<file path="src/rtl/tlb_ar_pkg.sv">
package tlb_ar_pkg;
  typedef enum logic [1:0] {ACC_RD = 2'd0, ACC_WR = 2'd1, ACC_EX = 2'd2} acc_kind_e;
  typedef enum logic [2:0] {ST_IDLE, ST_LOOK, ST_PTREQ, ST_PTWAIT, ST_RESP} tlb_state_e;

  localparam int NRINGS  = 4;
  localparam int RING_W  = 2;
  localparam int CAUSE_W = 4;

  localparam logic [CAUSE_W-1:0] CAUSE_NONE   = 4'd0;
  localparam logic [CAUSE_W-1:0] CAUSE_IMISS  = 4'd1;
  localparam logic [CAUSE_W-1:0] CAUSE_DMISS  = 4'd2;
  localparam logic [CAUSE_W-1:0] CAUSE_IMULTI = 4'd3;
  localparam logic [CAUSE_W-1:0] CAUSE_DMULTI = 4'd4;
  localparam logic [CAUSE_W-1:0] CAUSE_IPRIV  = 4'd5;
  localparam logic [CAUSE_W-1:0] CAUSE_DPRIV  = 4'd6;
endpackage

</file>
<file path="src/rtl/tlb_ar_store.sv">
module tlb_ar_store #(
  parameter int NWAYS  = 4,
  parameter int NSETS  = 8,
  parameter int VPN_W  = 20,
  parameter int PPN_W  = 20,
  parameter int ASID_W = 8,
  parameter int IDX_W  = $clog2(NSETS)
) (
  input  logic              clk,
  input  logic              rst_n,
  input  logic [IDX_W-1:0]  rd_idx,
  input  logic [NWAYS-1:0]  wr_en,
  input  logic [IDX_W-1:0]  wr_idx,
  input  logic [VPN_W-1:0]  wr_vpn,
  input  logic [PPN_W-1:0]  wr_ppn,
  input  logic [ASID_W-1:0] wr_asid,
  output logic [VPN_W-1:0]  rd_vpn  [NWAYS],
  output logic [PPN_W-1:0]  rd_ppn  [NWAYS],
  output logic [ASID_W-1:0] rd_asid [NWAYS]
);
  for (genvar w = 0; w < NWAYS; w++) begin : g_way
    logic [VPN_W-1:0]  vpn_q  [NSETS];
    logic [PPN_W-1:0]  ppn_q  [NSETS];
    logic [ASID_W-1:0] asid_q [NSETS];

    // only the tag needs a reset: a zero tag masks the other fields
    always_ff @(posedge clk or negedge rst_n) begin
      if (!rst_n) begin
        for (int s = 0; s < NSETS; s++) asid_q[s] <= '0;
      end else if (wr_en[w]) begin
        asid_q[wr_idx] <= wr_asid;
      end
    end

    always_ff @(posedge clk) begin
      if (wr_en[w]) begin
        vpn_q[wr_idx] <= wr_vpn;
        ppn_q[wr_idx] <= wr_ppn;
      end
    end

    assign rd_vpn[w]  = vpn_q[rd_idx];
    assign rd_ppn[w]  = ppn_q[rd_idx];
    assign rd_asid[w] = asid_q[rd_idx];
  end


  way_we_onehot_chk: assert property (@(posedge clk) disable iff (!rst_n)
    $onehot0(wr_en));
endmodule

</file>
<file path="src/rtl/tlb_ar_match.sv">
module tlb_ar_match
  import tlb_ar_pkg::*;
#(
  parameter int NWAYS  = 4,
  parameter int VPN_W  = 20,
  parameter int ASID_W = 8,
  parameter int WAY_W  = $clog2(NWAYS)
) (
  input  logic [VPN_W-1:0]         look_vpn,
  input  logic [VPN_W-1:0]         rd_vpn  [NWAYS],
  input  logic [ASID_W-1:0]        rd_asid [NWAYS],
  input  logic [NRINGS*ASID_W-1:0] ring_asid,
  output logic [NWAYS-1:0]         hit_vec,
  output logic [WAY_W-1:0]         hit_way,
  output logic [RING_W-1:0]        hit_ring
);
  logic [RING_W-1:0] way_ring [NWAYS];

  for (genvar w = 0; w < NWAYS; w++) begin : g_cmp
    always_comb begin
      logic found;
      found       = 1'b0;
      way_ring[w] = '0;
      for (int r = NRINGS - 1; r >= 0; r--) begin
        if (rd_asid[w] != '0 && ring_asid[r*ASID_W +: ASID_W] == rd_asid[w]) begin
          found       = 1'b1;
          way_ring[w] = RING_W'(r);
        end
      end
      hit_vec[w] = found && (rd_vpn[w] == look_vpn);
    end
  end

  // lowest hitting way wins; only meaningful for a single hit
  always_comb begin
    hit_way  = '0;
    hit_ring = '0;
    for (int w = NWAYS - 1; w >= 0; w--) begin
      if (hit_vec[w]) begin
        hit_way  = WAY_W'(w);
        hit_ring = way_ring[w];
      end
    end
  end
endmodule

</file>
<file path="src/rtl/tlb_autorefill.sv">
module tlb_autorefill
  import tlb_ar_pkg::*;
#(
  parameter int VA_W      = 32,
  parameter int PAGE_BITS = 12,
  parameter int NWAYS     = 4,
  parameter int NSETS     = 8,
  parameter int ASID_W    = 8
) (
  input  logic                     clk,
  input  logic                     rst_n,
  input  logic                     req_valid,
  output logic                     req_ready,
  input  logic [VA_W-1:0]          req_vaddr,
  input  logic [1:0]               req_kind,
  input  logic [RING_W-1:0]        req_priv,
  output logic                     rsp_valid,
  input  logic                     rsp_ready,
  output logic [VA_W-1:0]          rsp_paddr,
  output logic                     rsp_fault,
  output logic [CAUSE_W-1:0]       rsp_cause,
  output logic                     pt_req_valid,
  input  logic                     pt_req_ready,
  output logic [VA_W-1:0]          pt_req_addr,
  input  logic                     pt_rsp_valid,
  output logic                     pt_rsp_ready,
  input  logic [VA_W-1:0]          pt_rsp_data,
  input  logic                     pt_rsp_err,
  input  logic                     rasid_we,
  input  logic [NRINGS*ASID_W-1:0] rasid_wdata,
  output logic [NRINGS*ASID_W-1:0] ring_asid,
  input  logic [VA_W-1:0]          pt_base,
  output logic [VA_W-1:0]          exc_vaddr
);
  localparam int VPN_W     = VA_W - PAGE_BITS;
  localparam int IDX_W     = $clog2(NSETS);
  localparam int WAY_W     = $clog2(NWAYS);
  localparam int PTE_SHIFT = PAGE_BITS - 2;
  localparam int PTE_RING  = 4;

  function automatic logic [NRINGS*ASID_W-1:0] rasid_init();
    logic [NRINGS*ASID_W-1:0] v;
    for (int i = 0; i < NRINGS; i++) v[i*ASID_W +: ASID_W] = ASID_W'(i + 1);
    return v;
  endfunction

  tlb_state_e               state_q;
  logic [VA_W-1:0]          va_q, paddr_q, exc_q, pta_q;
  logic [1:0]               kind_q;
  logic [RING_W-1:0]        priv_q;
  logic                     fault_q;
  logic [CAUSE_W-1:0]       cause_q;
  logic [NRINGS*ASID_W-1:0] rasid_q;
  logic [WAY_W-1:0]         ar_q;

  logic [VPN_W-1:0]  look_vpn;
  logic [IDX_W-1:0]  look_idx;
  logic [VPN_W-1:0]  rd_vpn  [NWAYS];
  logic [VPN_W-1:0]  rd_ppn  [NWAYS];
  logic [ASID_W-1:0] rd_asid [NWAYS];
  logic [NWAYS-1:0]  hit_vec, wr_en;
  logic [WAY_W-1:0]  hit_way, fill_way;
  logic [RING_W-1:0] hit_ring, pte_ring, fin_ring;
  logic [VPN_W-1:0]  fin_ppn;
  logic              any_hit, multi_hit, fill_go, is_inst, priv_bad;
  logic [ASID_W-1:0] fill_asid;
  logic              pte_unused;

  assign look_vpn  = va_q[VA_W-1:PAGE_BITS];
  assign look_idx  = va_q[PAGE_BITS +: IDX_W];
  assign is_inst   = (kind_q == ACC_EX);
  assign pte_ring  = pt_rsp_data[PTE_RING +: RING_W];
  assign fill_way  = ar_q + 1'b1;
  assign fill_asid = rasid_q[pte_ring*ASID_W +: ASID_W];
  assign fill_go   = (state_q == ST_PTWAIT) && pt_rsp_valid && !pt_rsp_err;
  assign any_hit   = |hit_vec;
  assign multi_hit = (hit_vec & (hit_vec - 1'b1)) != '0;
  assign pte_unused = ^{pt_rsp_data[PAGE_BITS-1:PTE_RING+RING_W], pt_rsp_data[PTE_RING-1:0]};

  for (genvar w = 0; w < NWAYS; w++) begin : g_we
    assign wr_en[w] = fill_go && (fill_way == WAY_W'(w));
  end

  tlb_ar_store #(.NWAYS(NWAYS), .NSETS(NSETS), .VPN_W(VPN_W), .PPN_W(VPN_W),
                 .ASID_W(ASID_W)) u_store (
    .clk(clk), .rst_n(rst_n), .rd_idx(look_idx), .wr_en(wr_en), .wr_idx(look_idx),
    .wr_vpn(look_vpn), .wr_ppn(pt_rsp_data[VA_W-1:PAGE_BITS]), .wr_asid(fill_asid),
    .rd_vpn(rd_vpn), .rd_ppn(rd_ppn), .rd_asid(rd_asid));

  tlb_ar_match #(.NWAYS(NWAYS), .VPN_W(VPN_W), .ASID_W(ASID_W)) u_match (
    .look_vpn(look_vpn), .rd_vpn(rd_vpn), .rd_asid(rd_asid), .ring_asid(rasid_q),
    .hit_vec(hit_vec), .hit_way(hit_way), .hit_ring(hit_ring));

  // a hit and a refill share the ring/privilege check
  always_comb begin
    if (state_q == ST_LOOK) begin
      fin_ring = hit_ring;
      fin_ppn  = rd_ppn[hit_way];
    end else begin
      fin_ring = pte_ring;
      fin_ppn  = pt_rsp_data[VA_W-1:PAGE_BITS];
    end
    priv_bad = fin_ring < priv_q;
  end

  always_ff @(posedge clk or negedge rst_n) begin
    if (!rst_n) rasid_q <= rasid_init();
    else if (rasid_we) rasid_q <= rasid_wdata;
  end

  always_ff @(posedge clk or negedge rst_n) begin
    if (!rst_n) begin
      state_q <= ST_IDLE;
      va_q    <= '0;
      kind_q  <= '0;
      priv_q  <= '0;
      paddr_q <= '0;
      fault_q <= 1'b0;
      cause_q <= CAUSE_NONE;
      exc_q   <= '0;
      pta_q   <= '0;
      ar_q    <= '0;
    end else begin
      case (state_q)
        ST_IDLE: if (req_valid) begin
          va_q    <= req_vaddr;
          kind_q  <= req_kind;
          priv_q  <= req_priv;
          state_q <= ST_LOOK;
        end
        ST_LOOK: begin
          if (multi_hit) begin
            fault_q <= 1'b1;
            cause_q <= is_inst ? CAUSE_IMULTI : CAUSE_DMULTI;
            paddr_q <= '0;
            state_q <= ST_RESP;
          end else if (any_hit) begin
            fault_q <= priv_bad;
            cause_q <= priv_bad ? (is_inst ? CAUSE_IPRIV : CAUSE_DPRIV) : CAUSE_NONE;
            paddr_q <= priv_bad ? '0 : {fin_ppn, va_q[PAGE_BITS-1:0]};
            state_q <= ST_RESP;
          end else begin
            exc_q   <= va_q;
            pta_q   <= (pt_base | (va_q >> PTE_SHIFT)) & ~VA_W'(3);
            state_q <= ST_PTREQ;
          end
        end
        ST_PTREQ: if (pt_req_ready) state_q <= ST_PTWAIT;
        ST_PTWAIT: if (pt_rsp_valid) begin
          if (pt_rsp_err) begin
            fault_q <= 1'b1;
            cause_q <= is_inst ? CAUSE_IMISS : CAUSE_DMISS;
            paddr_q <= '0;
          end else begin
            ar_q    <= fill_way;
            fault_q <= priv_bad;
            cause_q <= priv_bad ? (is_inst ? CAUSE_IPRIV : CAUSE_DPRIV) : CAUSE_NONE;
            paddr_q <= priv_bad ? '0 : {fin_ppn, va_q[PAGE_BITS-1:0]};
          end
          state_q <= ST_RESP;
        end
        ST_RESP: if (rsp_ready) state_q <= ST_IDLE;
        default: state_q <= ST_IDLE;
      endcase
    end
  end

  assign req_ready    = (state_q == ST_IDLE);
  assign rsp_valid    = (state_q == ST_RESP);
  assign pt_req_valid = (state_q == ST_PTREQ);
  assign pt_rsp_ready = (state_q == ST_PTWAIT);
  assign rsp_paddr    = paddr_q;
  assign rsp_fault    = fault_q;
  assign rsp_cause    = cause_q;
  assign pt_req_addr  = pta_q;
  assign ring_asid    = rasid_q;
  assign exc_vaddr    = exc_q;


  rsp_hold_chk: assert property (@(posedge clk) disable iff (!rst_n)
    (rsp_valid && !rsp_ready) |=> (rsp_valid && $stable(rsp_paddr) && $stable(rsp_cause) && $stable(rsp_fault)));

  ptreq_hold_chk: assert property (@(posedge clk) disable iff (!rst_n)
    (pt_req_valid && !pt_req_ready) |=> (pt_req_valid && $stable(pt_req_addr)));

  multi_hit_chk: assert property (@(posedge clk) disable iff (!rst_n)
    (state_q == ST_LOOK && $countones(hit_vec) > 1) |=>
      (rsp_valid && rsp_fault && (rsp_cause == CAUSE_IMULTI || rsp_cause == CAUSE_DMULTI)));

  miss_err_chk: assert property (@(posedge clk) disable iff (!rst_n)
    (pt_rsp_ready && pt_rsp_valid && pt_rsp_err) |=>
      (rsp_valid && rsp_fault && (rsp_cause == CAUSE_IMISS || rsp_cause == CAUSE_DMISS)));
endmodule

</file>
<file path="config.mk">
export PLATFORM = sky130hd
export DESIGN_NAME = tlb_autorefill
export DESIGN_NICKNAME = d
export VERILOG_FILES = /design/src/rtl/tlb_ar_pkg.sv /design/src/rtl/tlb_ar_store.sv /design/src/rtl/tlb_ar_match.sv /design/src/rtl/tlb_autorefill.sv
export SDC_FILE = /design/constraint.sdc
export NUM_CORES = 2
export LEC_CHECK = 0
export BUFFER_PORTS_ARGS = -buffer_cell sky130_fd_sc_hd__buf_2
export CAP_MARGIN = 10
export CELL_PAD_IN_SITES_DETAIL_PLACEMENT = 0
export CELL_PAD_IN_SITES_GLOBAL_PLACEMENT = 1
export CORE_MARGIN = 4
export CORE_UTILIZATION = 36
export DETAILED_ROUTE_END_ITERATION = 7
export HOLD_SLACK_MARGIN = 0.08
export PLACE_DENSITY = 0.67
export SYNTH_ARGS = -nofsm -noshare
export SYNTH_HDL_FRONTEND = slang
export SYNTH_SLANG_ARGS = --single-unit
</file>
<file path="constraint.sdc">
create_clock -name clk -period 11.9 [get_ports clk]
set_input_delay 1.19 -clock clk [delete_from_list [all_inputs] [get_ports clk]]
set_output_delay 1.19 -clock clk [all_outputs]
set_load 0.02 [all_outputs]
</file>
==> flow_summary.html <==
<table>
<tr><th>Metric</th><th>Value</th></tr>
<tr><th colspan="2">Floorplan</th></tr>
<tr><td>DIE AREA</td><td>199000 um^2</td></tr>
<tr><td>Die X-Extent</td><td>446 um</td></tr>
<tr><td>Initial core utilization</td><td>a little over a third</td></tr>
<tr><td>Cell Rows</td><td>160</td></tr>
<tr><td>Die Span Y</td><td>approximately 450 um</td></tr>
<tr><td>Standard cell core area</td><td>approximately 190000 um^2</td></tr>
<tr><td>I/O pins</td><td>~280</td></tr>
<tr><th colspan="2">Synthesis</th></tr>
<tr><td>Synthesized instance count</td><td>~4.5k</td></tr>
<tr><td>Total standard cell area after synthesis</td><td>69000 um^2</td></tr>
<tr><td>Fraction of synthesized cell area in xor and xnor cells</td><td>2.20%</td></tr>
<tr><td>Number of storage elements in the synthesis netlist</td><td>roughly 1.7k</td></tr>
<tr><td>Synthesized-area fraction occupied by ao, oa, aoi and oai cells</td><td>around a tenth</td></tr>
<tr><td>Fraction of the mapped netlist area in simple logic gates</td><td>approximately 5%</td></tr>
<tr><td>Number of enable-type register cells in the synthesized netlist</td><td>around 1.3k</td></tr>
<tr><td>Combinational family with the most area after synthesis</td><td>compound AO/OA/AOI/OAI gates</td></tr>
<tr><td>Post-synthesis adder-cell area fraction</td><td>less than 1%</td></tr>
<tr><td>Share of synthesized flip-flops with an asynchronous set or reset</td><td>between 20% and 30%</td></tr>
<tr><td>Multiplexer area fraction after synthesis</td><td>under 10%</td></tr>
<tr><td>Distinct cells, synth</td><td>between 80 and 90</td></tr>
<tr><td>Avg Synthesized Cell Area</td><td>between 15 and 20 um^2</td></tr>
<tr><td>Yosys warnings</td><td>0</td></tr>
<tr><td>Sequential-to-total area share from yosys stat</td><td>around 70%</td></tr>
<tr><td>Dominant synthesized flop cell</td><td>sky130_fd_sc_hd__edfxtp_1</td></tr>
<tr><th colspan="2">Routing</th></tr>
<tr><td>Number of vias after detailed routing</td><td>roughly 42k</td></tr>
<tr><td>Drt first-iter violations</td><td>just over 5k</td></tr>
<tr><td>Iteration count of the initial detailed-routing pass</td><td>5</td></tr>
<tr><td>DR vias/cell</td><td>roughly 5.7</td></tr>
<tr><td>Routed wire per std cell</td><td>29.1 um</td></tr>
<tr><td>Antenna viol nets, final</td><td>0</td></tr>
<tr><td>Post-route DRC</td><td>0</td></tr>
<tr><td>DRT Wirelength</td><td>215000 um</td></tr>
<tr><th colspan="2">Run</th></tr>
<tr><td>MaxCap Viol Count</td><td>0</td></tr>
<tr><th colspan="2">Power</th></tr>
<tr><td>Worst IR Drop VDD</td><td>0.166 mV</td></tr>
<tr><td>Power consumption</td><td>between 15 and 20 mW</td></tr>
<tr><td>Pwr per Cell Area</td><td>239 nW/um^2</td></tr>
<tr><td>Leak Pwr</td><td>between 20 and 30 nW</td></tr>
<tr><th colspan="2">GRT</th></tr>
<tr><td>Pin count of the biggest net entering global routing</td><td>approximately 150</td></tr>
<tr><td>Total grt overflow</td><td>0</td></tr>
<tr><td>Wire length of the first global-routing pass</td><td>between 300000 and 400000 um</td></tr>
<tr><td>Gr usage total</td><td>about a fifth</td></tr>
<tr><td>Number of global-route vias before repair</td><td>between 40k and 50k</td></tr>
<tr><td>Initial antenna violation count</td><td>19</td></tr>
<tr><th colspan="2">Min path</th></tr>
<tr><td>Type of the most critical hold path</td><td>in -&gt; async</td></tr>
<tr><th colspan="2">CTS</th></tr>
<tr><td>Clk root buf</td><td>sky130_fd_sc_hd__clkbuf_16</td></tr>
<tr><td>TritonCTS Buffers</td><td>approximately 170</td></tr>
<tr><td>Clock insertion delay at the later pin of the skew report</td><td>~0.82 ns</td></tr>
<tr><td>Number of clock sinks</td><td>approximately 1.7k</td></tr>
<tr><td>Clock tree from TritonCTS</td><td>done</td></tr>
<tr><td>Clock-pin slew on the worst setup and hold paths</td><td>approximately 0.06 ns</td></tr>
<tr><td>Quantity of hold-fixing buffers added after cts</td><td>0</td></tr>
<tr><td>Count of cells resized by post-cts repair</td><td>0</td></tr>
<tr><td>Number of buffers on the longest clock path</td><td>3</td></tr>
<tr><td>CTS H-tree depth</td><td>4</td></tr>
<tr><td>Post-CTS Setup Bufs</td><td>0</td></tr>
<tr><th colspan="2">Timing</th></tr>
<tr><td>Final critical delay including setup and external delays</td><td>between 7 and 8 ns</td></tr>
<tr><td>Worst slew margin relative to its limit</td><td>between 20 and 25%</td></tr>
<tr><td>Slew Limit Fails</td><td>0</td></tr>
<tr><td>Final number of setup-violating endpoints</td><td>0</td></tr>
<tr><td>Ratio of final minimum period to clock period</td><td>64.1%</td></tr>
<tr><td>Maximum achievable frequency</td><td>roughly 130 MHz</td></tr>
<tr><td>Setup repair after global routing missed its margin</td><td>false</td></tr>
<tr><td>Post-route clock skew</td><td>between 0.03 and 0.04 ns</td></tr>
<tr><td>Transition time at the pin with the least slew margin</td><td>between 1 and 1.5 ns</td></tr>
<tr><td>Worst hold margin</td><td>~0.43 ns</td></tr>
<tr><td>Number of hold violations in the final report</td><td>0</td></tr>
<tr><td>Fin Setup TNS</td><td>0 ns</td></tr>
<tr><th colspan="2">Final layout</th></tr>
<tr><td>Final instance area</td><td>78300 um^2</td></tr>
<tr><td>Layout cells sized above 1</td><td>approximately a fifth</td></tr>
<tr><td>Layout net count</td><td>4880</td></tr>
<tr><td>Layout-stage area growth over the synthesis result</td><td>13.5%</td></tr>
<tr><th colspan="2">Placed design</th></tr>
<tr><td>Area of placed instances</td><td>72900 um^2</td></tr>
<tr><td>Port bufs</td><td>around 260</td></tr>
<tr><td>Detailed-placement wirelength estimate</td><td>~120000 um</td></tr>
<tr><td>Final weighted congestion in routability-driven placement</td><td>slightly above 0.8</td></tr>
<tr><th colspan="2">Setup path</th></tr>
<tr><td>Critical path class</td><td>reg -&gt; reg</td></tr>
<tr><td>Data required time of the critical path</td><td>around 13 ns</td></tr>
<tr><td>Startpoint type of the worst setup path</td><td>flip-flop</td></tr>
<tr><td>Master of the slowest instance on the critical path</td><td>sky130_fd_sc_hd__inv_4</td></tr>
<tr><td>Ordered cell list for the critical path</td><td>buf_12 &gt; inv_4 &gt; buf_4 &gt; buf_4 &gt; a221oi_1 &gt; o22ai_1 &gt; xor2_1 &gt; nor4_1 &gt; nand4_1 &gt; a311oi_4 &gt; buf_4 &gt; o32ai_1 &gt; a21oi_1 &gt; o21ai_0 &gt; o21ai_0 &gt; ha_1 &gt; nand3b_1 &gt; a31oi_1 &gt; o21ai_0 &gt; o21ai_2 &gt; nor4_4 &gt; buf_4 &gt; a22o_1</td></tr>
<tr><td>Arrival time of data at the critical path endpoint</td><td>about 8.4 ns</td></tr>
<tr><td>Highest fanout seen on the critical path</td><td>96</td></tr>
<tr><td>Critical path's most frequent cell</td><td>sky130_fd_sc_hd__buf_4</td></tr>
<tr><td>Setup crit end kind</td><td>flip-flop</td></tr>
<tr><td>CP peak stage delay</td><td>0.72 ns</td></tr>
<tr><td>Number of buffer and inverter instances along the worst setup path</td><td>6</td></tr>
<tr><td>Cell class contributing the biggest share of worst-path delay</td><td>buffers and inverters</td></tr>
<tr><th colspan="2">Outcome</th></tr>
<tr><td>Result of the run</td><td>complete, no violations</td></tr>
</table>
## area by class of cell
type | count | area, um^2
clock buffers | 243 | 4750
repair buffers | 374 | 2230
inverters | 55 | 209
clock inverters | 64 | 598
diodes | 4 | 10.0
multi-input cells | 2430 | 18200
flip-flops and latches | 1707 | 49100
well taps | 2511 | 3140
fillers | 17296 | 112000
## stage by stage
step                      util, %  cells  setup WS [ns]
after floorplan                 -   4520           6.57
after global placement       38.3   7077           4.45
after detailed placement     38.3   7077           4.45
after CTS                    41.1   7384           4.44
after global routing         41.1   7387           3.98
final                        41.1   7388           4.27
## layout by cell type, fill, tap and decap left out, types with 35 or more instances in the layout
| cell type | count |
|---|---|
| sky130_fd_sc_hd__mux2_2 | 207 |
| sky130_fd_sc_hd__clkbuf_1 | 51 |
| sky130_fd_sc_hd__edfxtp_1 | 1280 |
| sky130_fd_sc_hd__nand2_1 | 434 |
| sky130_fd_sc_hd__o21ai_0 | 361 |
| sky130_fd_sc_hd__o22ai_1 | 208 |
| sky130_fd_sc_hd__o22a_1 | 35 |
| sky130_fd_sc_hd__mux2i_1 | 146 |
| sky130_fd_sc_hd__buf_4 | 108 |
| sky130_fd_sc_hd__xnor2_1 | 109 |
| sky130_fd_sc_hd__mux4_2 | 106 |
| sky130_fd_sc_hd__a21oi_1 | 60 |
| sky130_fd_sc_hd__a221oi_1 | 37 |
| sky130_fd_sc_hd__nor2_1 | 80 |
| sky130_fd_sc_hd__xor2_1 | 64 |
| sky130_fd_sc_hd__dfrtp_1 | 419 |
| sky130_fd_sc_hd__clkbuf_16 | 171 |
| sky130_fd_sc_hd__o221ai_1 | 65 |
| sky130_fd_sc_hd__a22oi_1 | 54 |
| sky130_fd_sc_hd__nor3_1 | 37 |
| sky130_fd_sc_hd__buf_2 | 260 |
| sky130_fd_sc_hd__a22o_1 | 54 |
| sky130_fd_sc_hd__nand3_1 | 37 |
## registers in the layout, indices dropped and copies added, names as in the netlist
name	count
pt_req_addr	30
u_store.g_way.asid_q	256
priv_q	2
ar_q	2
exc_vaddr	32
kind_q	2
va_q	32
ring_asid	32
u_store.g_way.ppn_q	640
rsp_cause	3
u_store.g_way.vpn_q	640
state_q	3
rsp_paddr	32
rsp_fault	1
## Yosys cell counts (40+ instances only)
cell / instances / area, um^2
sky130_fd_sc_hd__buf_2: 53 / 265
sky130_fd_sc_hd__buf_1: 40 / 150
sky130_fd_sc_hd__mux2_2: 207 / 2330
sky130_fd_sc_hd__mux4_2: 106 / 2390
sky130_fd_sc_hd__nor2_1: 82 / 308
sky130_fd_sc_hd__a22oi_1: 54 / 405
sky130_fd_sc_hd__mux2i_1: 146 / 1460
sky130_fd_sc_hd__o221ai_1: 65 / 569
sky130_fd_sc_hd__clkbuf_1: 196 / 736
sky130_fd_sc_hd__edfxtp_1: 1280 / 38400
sky130_fd_sc_hd__o21ai_0: 367 / 1840
sky130_fd_sc_hd__a21oi_1: 60 / 300
sky130_fd_sc_hd__nand2_1: 442 / 1660
sky130_fd_sc_hd__a22o_1: 54 / 473
sky130_fd_sc_hd__dfrtp_1: 422 / 10600
sky130_fd_sc_hd__inv_1: 55 / 206
sky130_fd_sc_hd__xor2_1: 64 / 561
sky130_fd_sc_hd__o22ai_1: 208 / 1300
sky130_fd_sc_hd__xnor2_1: 109 / 955
## cells by family (layout without fill, tap and decap cells)
logic type / after synthesis / count (layout)
AOI/OAI and AO/OA: 1034 / 1034
xor gates and xnor gates: 173 / 173
adders and majority gates: 5 / 5
buffers and inverters: 383 / 736
DFF: 1707 / 1707
muxes: 462 / 462
other: 1 / 7
and+or+nand+nor: 753 / 753
## metal layers
layer	vias to the layer above	GRT usage, %	wire [um]
met1	21832	29.3	88700
met2	1874	34.5	103000
li1	17909	-	-
met4	10	6.15	5990
met5	-	0	61
met3	368	3.61	16800
## path summary, 6_finish.rpt
check | depth (start not counted) | endpoint | start | slack, ns
worst max-delay path | 23 | rsp_paddr[21]$_DFFE_PN0P_ | va_q[13]$_DFFE_PN0P_ | 4.27
worst min-delay path | 1 | u_store.g_way[2].asid_q[46]$_DFFE_PN0P_ | rst_n | 0.43
worst max register to register | 23 | rsp_paddr[21]$_DFFE_PN0P_ | va_q[13]$_DFFE_PN0P_ | 4.27
worst min register to register | 2 | pt_req_addr[17]$_DFFE_PN0P_ | pt_req_addr[17]$_DFFE_PN0P_ | 0.47
max in group asynchronous | 3 | va_q[25]$_DFFE_PN0P_ | rst_n | 9.24
min in group clk | 2 | pt_req_addr[17]$_DFFE_PN0P_ | pt_req_addr[17]$_DFFE_PN0P_ | 0.47
## power breakdown
| part | internal, mW | switching, mW |
|---|---|---|
| clock | 2.92 | 2.30 |
| sequential | 7.18 | 0.377 |
| combinational | 2.08 | 3.81 |
## worst reg2reg max path, delay by kind of cell, from the launching register on
| kind | cells | cell delay, ns |
|---|---|---|
| buf+inv | 6 | 3.27 |
| fa+ha+maj | 1 | 0.19 |
| simple gates | 4 | 1.17 |
| flops | 1 | 0.62 |
| compound gates | 11 | 2.18 |
| xor+xnor | 1 | 0.12 |
No activity file was read; power rests on OpenSTA's default activity.
